**config.mk**
```make
export PLATFORM = sky130hd
export DESIGN_NAME = cf_sector_reader
export DESIGN_NICKNAME = d
export VERILOG_FILES = /design/src/rtl/cf_sector_reader.sv
export SDC_FILE = /design/constraint.sdc
export NUM_CORES = 1
export LEC_CHECK = 0
export ABC_AREA = 0
export BUFFER_PORTS_ARGS = -buffer_cell sky130_fd_sc_hd__buf_4
export CAP_MARGIN = 25
export CORE_MARGIN = 2
export CORE_UTILIZATION = 29
export CTS_CLUSTER_DIAMETER = 30
export DETAILED_ROUTE_END_ITERATION = 16
export PLACE_DENSITY = 0.46
export SETUP_SLACK_MARGIN = 0.05
export SYNTH_ARGS = -nofsm -noshare
export SYNTH_HDL_FRONTEND = slang
export SYNTH_SLANG_ARGS = --single-unit
```
**constraint.sdc**
```tcl
create_clock -name clk -period 4.9 [get_ports clk]
set_clock_uncertainty 0.15 [all_clocks]
set_input_delay 0.245 -clock clk [delete_from_list [all_inputs] [get_ports clk]]
set_output_delay 0.245 -clock clk [all_outputs]
set_load 0.01 [all_outputs]
```
**src/rtl/cf_sector_reader.sv**
```systemverilog
module cf_sector_reader #(
  parameter bit BUS16       = 1'b1,
  parameter int ADDR_W      = 7,
  parameter int LBA_W       = 28,
  parameter int CNT_W       = 16,
  parameter int MAX_CHUNK   = 256,
  parameter int LOCK_POLLS  = 64,
  parameter int READY_POLLS = 2000
) (
  input  logic              clk,
  input  logic              rst_n,
  input  logic              req_valid,
  output logic              req_ready,
  input  logic [LBA_W-1:0]  req_lba,
  input  logic [CNT_W-1:0]  req_count,
  output logic [ADDR_W-1:0] bus_addr,
  output logic [15:0]       bus_wdata,
  output logic              bus_rd,
  output logic              bus_wr,
  input  logic [15:0]       bus_rdata,
  output logic              out_valid,
  input  logic              out_ready,
  output logic [7:0]        out_data,
  output logic              done,
  output logic [1:0]        done_status
);
  localparam int CH_W  = $clog2(MAX_CHUNK + 1);
  localparam int BST_W = CH_W + 4;
  localparam int PMAX  = (LOCK_POLLS > READY_POLLS) ? LOCK_POLLS : READY_POLLS;
  localparam int PC_W  = $clog2(PMAX + 1);

  localparam logic [ADDR_W-1:0] A_MODE = ADDR_W'(8'h00);
  localparam logic [ADDR_W-1:0] A_STAT = ADDR_W'(8'h04);
  localparam logic [ADDR_W-1:0] A_LBLO = ADDR_W'(8'h10);
  localparam logic [ADDR_W-1:0] A_LBHI = ADDR_W'(8'h12);
  localparam logic [ADDR_W-1:0] A_CMD  = ADDR_W'(8'h14);
  localparam logic [ADDR_W-1:0] A_CTRL = ADDR_W'(8'h18);
  localparam logic [ADDR_W-1:0] A_DATA = ADDR_W'(8'h40);

  typedef enum logic [4:0] {
    S_MODE, S_IDLE, S_LK_RD, S_LK_WR, S_LK_POLL, S_LK_CHK, S_RY_POLL, S_RY_CHK,
    S_LBA_LO, S_LBA_HI, S_CMD, S_RS_RD, S_RS_WR, S_BF_POLL, S_BF_CHK, S_DT_RD,
    S_DT_CAP, S_LO, S_HI, S_CL_RD, S_CL_WR, S_RL_RD, S_RL_WR, S_DONE
  } state_t;

  state_t           st;
  logic [LBA_W-1:0] lba;
  logic [CNT_W-1:0] rem;
  logic [PC_W-1:0]  polls;
  logic [3:0]       wcnt;
  logic [BST_W-1:0] bcnt;
  logic [15:0]      word;
  logic [1:0]       stat;
  logic [CH_W-1:0]  chunk;
  logic             last_burst;

  assign chunk      = (rem > CNT_W'(MAX_CHUNK)) ? CH_W'(MAX_CHUNK) : CH_W'(rem);
  assign last_burst = (bcnt == ({chunk, 4'b0000} - BST_W'(1)));

  assign req_ready   = (st == S_IDLE);
  assign out_valid   = (st == S_LO) || (st == S_HI);
  assign out_data    = (st == S_HI) ? word[15:8] : word[7:0];
  assign done        = (st == S_DONE);
  assign done_status = stat;

  always_comb begin
    bus_rd    = 1'b0;
    bus_wr    = 1'b0;
    bus_addr  = A_MODE;
    bus_wdata = 16'h0000;
    case (st)
      S_MODE:   begin bus_wr = 1'b1; bus_wdata = BUS16 ? 16'h0001 : 16'h0000; end
      S_LK_RD, S_RS_RD, S_CL_RD, S_RL_RD: begin bus_rd = 1'b1; bus_addr = A_CTRL; end
      S_LK_WR:  begin bus_wr = 1'b1; bus_addr = A_CTRL; bus_wdata = bus_rdata | 16'h0002; end
      S_RS_WR:  begin bus_wr = 1'b1; bus_addr = A_CTRL; bus_wdata = bus_rdata | 16'h0080; end
      S_CL_WR:  begin bus_wr = 1'b1; bus_addr = A_CTRL; bus_wdata = bus_rdata & ~16'h0080; end
      S_RL_WR:  begin bus_wr = 1'b1; bus_addr = A_CTRL; bus_wdata = bus_rdata & ~16'h0002; end
      S_LK_POLL, S_RY_POLL, S_BF_POLL: begin bus_rd = 1'b1; bus_addr = A_STAT; end
      S_LBA_LO: begin bus_wr = 1'b1; bus_addr = A_LBLO; bus_wdata = 16'(lba); end
      S_LBA_HI: begin bus_wr = 1'b1; bus_addr = A_LBHI; bus_wdata = 16'(lba >> 16) & 16'h0FFF; end
      S_CMD:    begin bus_wr = 1'b1; bus_addr = A_CMD;  bus_wdata = {8'h03, 8'(chunk)}; end
      S_DT_RD:  begin bus_rd = 1'b1; bus_addr = A_DATA; end
      default: ;
    endcase
  end

  always_ff @(posedge clk) begin
    if (!rst_n) begin
      st    <= S_MODE;
      lba   <= '0;
      rem   <= '0;
      polls <= '0;
      wcnt  <= '0;
      bcnt  <= '0;
      word  <= '0;
      stat  <= 2'd0;
    end else begin
      case (st)
        S_MODE: st <= S_IDLE;
        S_IDLE: if (req_valid) begin
          lba  <= req_lba;
          rem  <= req_count;
          stat <= 2'd0;
          st   <= (req_count == '0) ? S_DONE : S_LK_RD;
        end
        S_LK_RD: st <= S_LK_WR;
        S_LK_WR: begin polls <= '0; st <= S_LK_POLL; end
        S_LK_POLL: st <= S_LK_CHK;
        S_LK_CHK:
          if (bus_rdata[1]) begin
            polls <= '0;
            st    <= S_RY_POLL;
          end else if (polls == PC_W'(LOCK_POLLS - 1)) begin
            stat <= 2'd1;
            st   <= S_RL_RD;
          end else begin
            polls <= polls + 1'b1;
            st    <= S_LK_POLL;
          end
        S_RY_POLL: st <= S_RY_CHK;
        S_RY_CHK:
          if (!bus_rdata[4]) begin
            stat <= 2'd2;
            st   <= S_RL_RD;
          end else if (bus_rdata[8]) begin
            st <= S_LBA_LO;
          end else if (polls == PC_W'(READY_POLLS - 1)) begin
            stat <= 2'd3;
            st   <= S_RL_RD;
          end else begin
            polls <= polls + 1'b1;
            st    <= S_RY_POLL;
          end
        S_LBA_LO: st <= S_LBA_HI;
        S_LBA_HI: st <= S_CMD;
        S_CMD: begin
          wcnt <= '0;
          bcnt <= '0;
          st   <= S_RS_RD;
        end
        S_RS_RD: st <= S_RS_WR;
        S_RS_WR: st <= S_BF_POLL;
        S_BF_POLL: st <= S_BF_CHK;
        S_BF_CHK: st <= bus_rdata[5] ? S_DT_RD : S_BF_POLL;
        S_DT_RD: st <= S_DT_CAP;
        S_DT_CAP: begin word <= bus_rdata; st <= S_LO; end
        S_LO: if (out_ready) st <= S_HI;
        S_HI: if (out_ready) begin
          wcnt <= wcnt + 1'b1;
          if (wcnt == 4'd15) begin
            bcnt <= bcnt + 1'b1;
            st   <= last_burst ? S_CL_RD : S_BF_POLL;
          end else begin
            st <= S_DT_RD;
          end
        end
        S_CL_RD: st <= S_CL_WR;
        S_CL_WR: begin
          lba <= lba + LBA_W'(chunk);
          rem <= rem - CNT_W'(chunk);
          st  <= (rem == CNT_W'(chunk)) ? S_RL_RD : S_LBA_LO;
        end
        S_RL_RD: st <= S_RL_WR;
        S_RL_WR: st <= S_DONE;
        S_DONE:  st <= S_IDLE;
        default: st <= S_IDLE;
      endcase
    end
  end
endmodule

```
======== Word level (Yosys, flattened, before mapping) ========
Cells that the tools add are included.
word-level totals
  register bits after elaboration ......... 95
  latch bits .............................. 0
  bits in writable memories ............... 0
  memory bits (read-only) ................. 0
  memories ................................ 0
operators by class
  add/sub/neg operators ................... 6
  $mul .................................... 0
  divide/modulo/power cells ............... 0
  $lt $le $gt $ge ......................... 1
  equality and inequality tests ........... 40
  shift operators ......................... 0
  multiplexer cells ....................... 42
  bitwise logic cells ..................... 0
  reduce and logical (&&, ||, !) cells .... 17
operator list
  kind                   count
  $pmux 16 s8            1
  $pmux 5 s22            1
  $mux 5                 12
  $pmux 28 s2            1
  $mux 11                5
  $pmux 7 s6             1
  $eq 5x4->1 const B     8
  $eq 5x5->1 const B     8
  $pmux 11 s3            1
  $pmux 16 s2            1
  $add 28x9->28          1
  $mux 28                1
  $mux 13                2
  $pmux 13 s2            1
  $reduce_or 8->1        3
  $eq 5x3->1 const B     4
  $eq 16x9->1            1
  $gt 16x9->1 const B    1
  $logic_not 16->1       1
  $mux 16                1
  $ne 2x2->1 const B     8
  $sub 16x9->16          1
  $mux 2                 7
  $add 13x1->13 const B  1
  26 further kinds       34

======== Depth between registers and ports, before layout ========
  depth after elaboration ................. 8
  depth in mapped cells ................... 18

======== Least setup slack after synthesis ========
Ideal clock, no wire load.
  path type ............................... flip-flop to flip-flop
  start ................................... register rem[1]
  end ..................................... register lba[22]
  setup time .............................. 0.091 ns
  arrival ................................. 3.936 ns
  data required time ...................... 4.659 ns
  slack ................................... 0.723 ns
  cell stages (with the launch flop) ...... 19
  buffers on the path ..................... 3
  path through ............................ dfxtp_1 buf_6 or4_4 o31ai_4 and2_4 buf_6 nand2_1 inv_1 ha_1 inv_1 fa_1 nor2b_1 o21ai_0 a21boi_0 o21ai_0 a2111oi_0 clkbuf_1 a211oi_1 a311oi_1
between the ends
  word-level cells in the longest chain between the ends .. 4
ends and longest elaborated chain
  what                      line  source
  start: declaration        48    logic [CNT_W-1:0] rem;
  start signal: assignment  102   rem <= req_count;
  start signal: assignment  160   rem <= rem - CNT_W'(chunk);
  $gt 16x9->1               57    assign chunk = (rem > CNT_W'(MAX_CHUNK)) ? CH_W'(MAX_CHUNK) : CH_W'(rem);
  $mux 9 *                  57
  $add 28x9->28 *           159   lba <= lba + LBA_W'(chunk);
  $pmux 28 s2 *             98    case (st)
  end signal: assignment    101   lba <= req_lba;
  end signal: assignment    159
  end: declaration          47    logic [LBA_W-1:0] lba;
Mark *: on every way between the ends. The rest lies on a longest branch, timed or not.
A chain may end at the register's enable or synchronous reset.

======== Worst setup path in the final report ========
  start ................................... register rem[0]
  end ..................................... register lba[20]
Same word-level chain as after synthesis.

==> flow_metrics.tcl <==
set metrics [dict create \
    dieArea_mm2 0.0233 \
    ys_seq_elements 95 \
    ctsRootBufferMaster "clkbuf_16" \
    port_buffers 99 \
    worst-setup-path-type "register to register" \
    initial_core_util 0.295 \
    power_density_mw_per_mm2 243 \
    grtUsageTotal 0.197 \
    ios 102 \
    syn_area_per_cell_um2 7.20 \
    clock_latency_ns 0.36 \
    final_common_cell "nand2_1" \
    synth_area_mm2 0.00642 \
    setup_tns_ns 0 \
    post-route-period-util 0.875 \
    cts.clk_slew.worst_paths_ns 0.07 \
    grt_pass1_vias 6375 \
    relSlewSlack 0.339 \
    fin_nets 1054 \
    viasPerCell 5.42 \
    core_mm2 0.0218 \
    rsz0062_at_grt "no" \
    grt.overflow.total 0 \
    yosys.cell_types.count 75 \
    vias 6829 \
    cp_max_fo 11 \
    dr.pass1.iters 5 \
    worstPathArrival_ns 4.33 \
    post_cts_buffers 0 \
    worstHoldStart "bus_rdata[3]" \
    slew_viol_final 0 \
    rr_startpoint "rem[0]" \
    status "finished, final reports clean" \
    rrSetupSlack_ns 0.61 \
    drive_gt1_frac 0.151 \
    die_x_um 153 \
    async_reset_ff_frac 0 \
    cts_max_level 3 \
    holdBufCountCts 12 \
    mostFrequentLayoutCells "nand2_1 (160), buf_4 (115), dfxtp_1 (95)" \
    grt_max_degree 47 \
    grt_first_pass_wirelength_mm 36.4 \
    hold_path_class "input port to register" \
    fmax_ghz 0.233 \
    clock_path_buffers 2 \
    synth-warning-count 0 \
    drt_iter0_drc 599 \
    grt_antenna_before_repair 0 \
    crit_path_end_kind "register" \
    cts-resized-gates 0 \
    synth.yosys.seq_area_share 0.296 \
    drc_errors 0 \
    syn_inst 892 \
    synth_edf_count 0 \
    cts_tree "done" \
    num_rows 54 \
    min_period_ns 4.29 \
    ir_drop_mv 0.130 \
    p_leak_nw 3.11 \
    drt_wl_total_mm 23.4 \
    setup.worst_path.start "rem[0]" \
    critical_path_required_ns 4.94 \
    tightest_slew_ns 0.991 \
    areaGrowthSynthToFinish_pct 22.0 \
    num_antenna_cells 0 \
    clock-sinks 95 \
    cap_violations 0 \
    finalSetupViolCount 0 \
    synthFlopType "dfxtp_1" \
    die_y_um 153 \
    dp_hpwl_mm 17.1 \
    drtAntennaViolNets 0 \
    setup_ws_ns 0.611 \
    pre_cts_ws_ns 0.650 \
    routabilityCongestion 0.865 \
    start_kind "register" \
    hold_viol_final 0 \
    cts_made_buffers 9 \
    wire_per_inst_um 18.5 \
]
[final timing paths]
path | endpoint | depth (start not counted)
worst max register to register | lba[20] | 16
worst min register to register | word[4] | 2
worst min-delay path | word[3] | 3
worst max-delay path | lba[20] | 16
[Yosys cell counts (all sizes together), types with 4 or more instances]
| master | count | area share |
|---|---|---|
| nor3 | 19 | 0.015 |
| o22ai | 8 | 0.0088 |
| nand4 | 15 | 0.015 |
| a21oi | 71 | 0.055 |
| or3 | 11 | 0.011 |
| a21o | 6 | 0.0070 |
| o221ai | 5 | 0.0068 |
| nand2 | 160 | 0.094 |
| clkbuf | 47 | 0.027 |
| a211oi | 12 | 0.014 |
| ha | 14 | 0.027 |
| o211ai | 7 | 0.0082 |
| a31o | 4 | 0.0055 |
| nand3 | 31 | 0.024 |
| nand2b | 12 | 0.012 |
| and2 | 10 | 0.010 |
| a221oi | 4 | 0.0055 |
| nand3b | 4 | 0.0047 |
| xnor2 | 9 | 0.012 |
| nor2b | 13 | 0.013 |
| buf | 10 | 0.0097 |
| dfxtp | 95 | 0.30 |
| nor2 | 72 | 0.042 |
| a31oi | 14 | 0.014 |
| and3 | 28 | 0.027 |
| a22oi | 6 | 0.0070 |
| a222oi | 7 | 0.011 |
| a22o | 6 | 0.0082 |
| o21a | 9 | 0.011 |
| inv | 28 | 0.016 |
| nor3b | 7 | 0.0082 |
| o21ai | 49 | 0.038 |
| mux2i | 5 | 0.0078 |
| nor4 | 14 | 0.015 |
| o31ai | 5 | 0.0080 |
| xor2 | 18 | 0.025 |
| a311oi | 9 | 0.012 |
[per-stage QoR]
stage	power (mW)	hold slack [ns]	area (µm²)	instances	util
final	1.90	0.0132	7830	1260	0.360
after global routing	1.99	0.0172	7830	1260	0.360
after CTS	1.92	0.000755	7830	1260	0.360
after detailed placement	1.19	0.297	7420	1232	0.341
after global placement	1.19	0.296	7410	1231	0.341
after floorplan	1.05	0.231	6420	893	-
[worst max-delay path, cell delays in order (launching register included)]
cell	delay, ns
dfxtp_1	0.38
or4_4	0.60
o31ai_4	0.37
and2_4	0.28
nand2_1	0.11
inv_1	0.08
ha_1	0.17
inv_1	0.06
fa_1	0.38
nor2b_1	0.15
o21ai_0	0.11
a21boi_0	0.22
o21ai_0	0.25
a2111oi_2	0.36
buf_4	0.23
a31o_2	0.16
a31oi_1	0.06
[logic make-up after synthesis]
group,synth area share
AO/OA/AOI/OAI,0.260
XOR/XNOR,0.0368
adder cells (fa/ha/maj),0.0304
buffers and inverters,0.0542
flip-flops,0.296
multiplexers,0.0113
other,0.00117
AND/OR/NAND/NOR,0.310
[flip-flops by register name (all words and copies together) (netlist names)]
| signal | flops |
|---|---|
| done_status | 2 |
| rem | 16 |
| lba | 28 |
| wcnt | 4 |
| word | 16 |
| polls | 11 |
| st | 5 |
| bcnt | 13 |
[metal layers]
metal	vias to the layer above	routed length (µm)	track usage	part of all wire
met4	0	303	0.0437	0.013
met3	16	1190	0.0338	0.051
li1	3418	-	-	-
met2	198	10400	0.306	0.45
met5	-	0	0	0
met1	3197	11400	0.285	0.49
[final cells by class]
cell class / count / area (µm²)
clock inverter: 5 / 58.8
multi-input combinational: 712 / 4190
clock buffer: 11 / 233
inverter: 29 / 109
tap: 280 / 350
timing repair buffer: 128 / 995
sequential: 95 / 1900
fill: 2368 / 13900
[power breakdown]
group	internal, mW	total, mW	switching, mW
registers	0.795	0.829	0.0346
logic	0.146	0.350	0.204
clock network	0.397	0.721	0.324
total	1.34	1.90	0.562
Power figures use the tool's default switching activity.
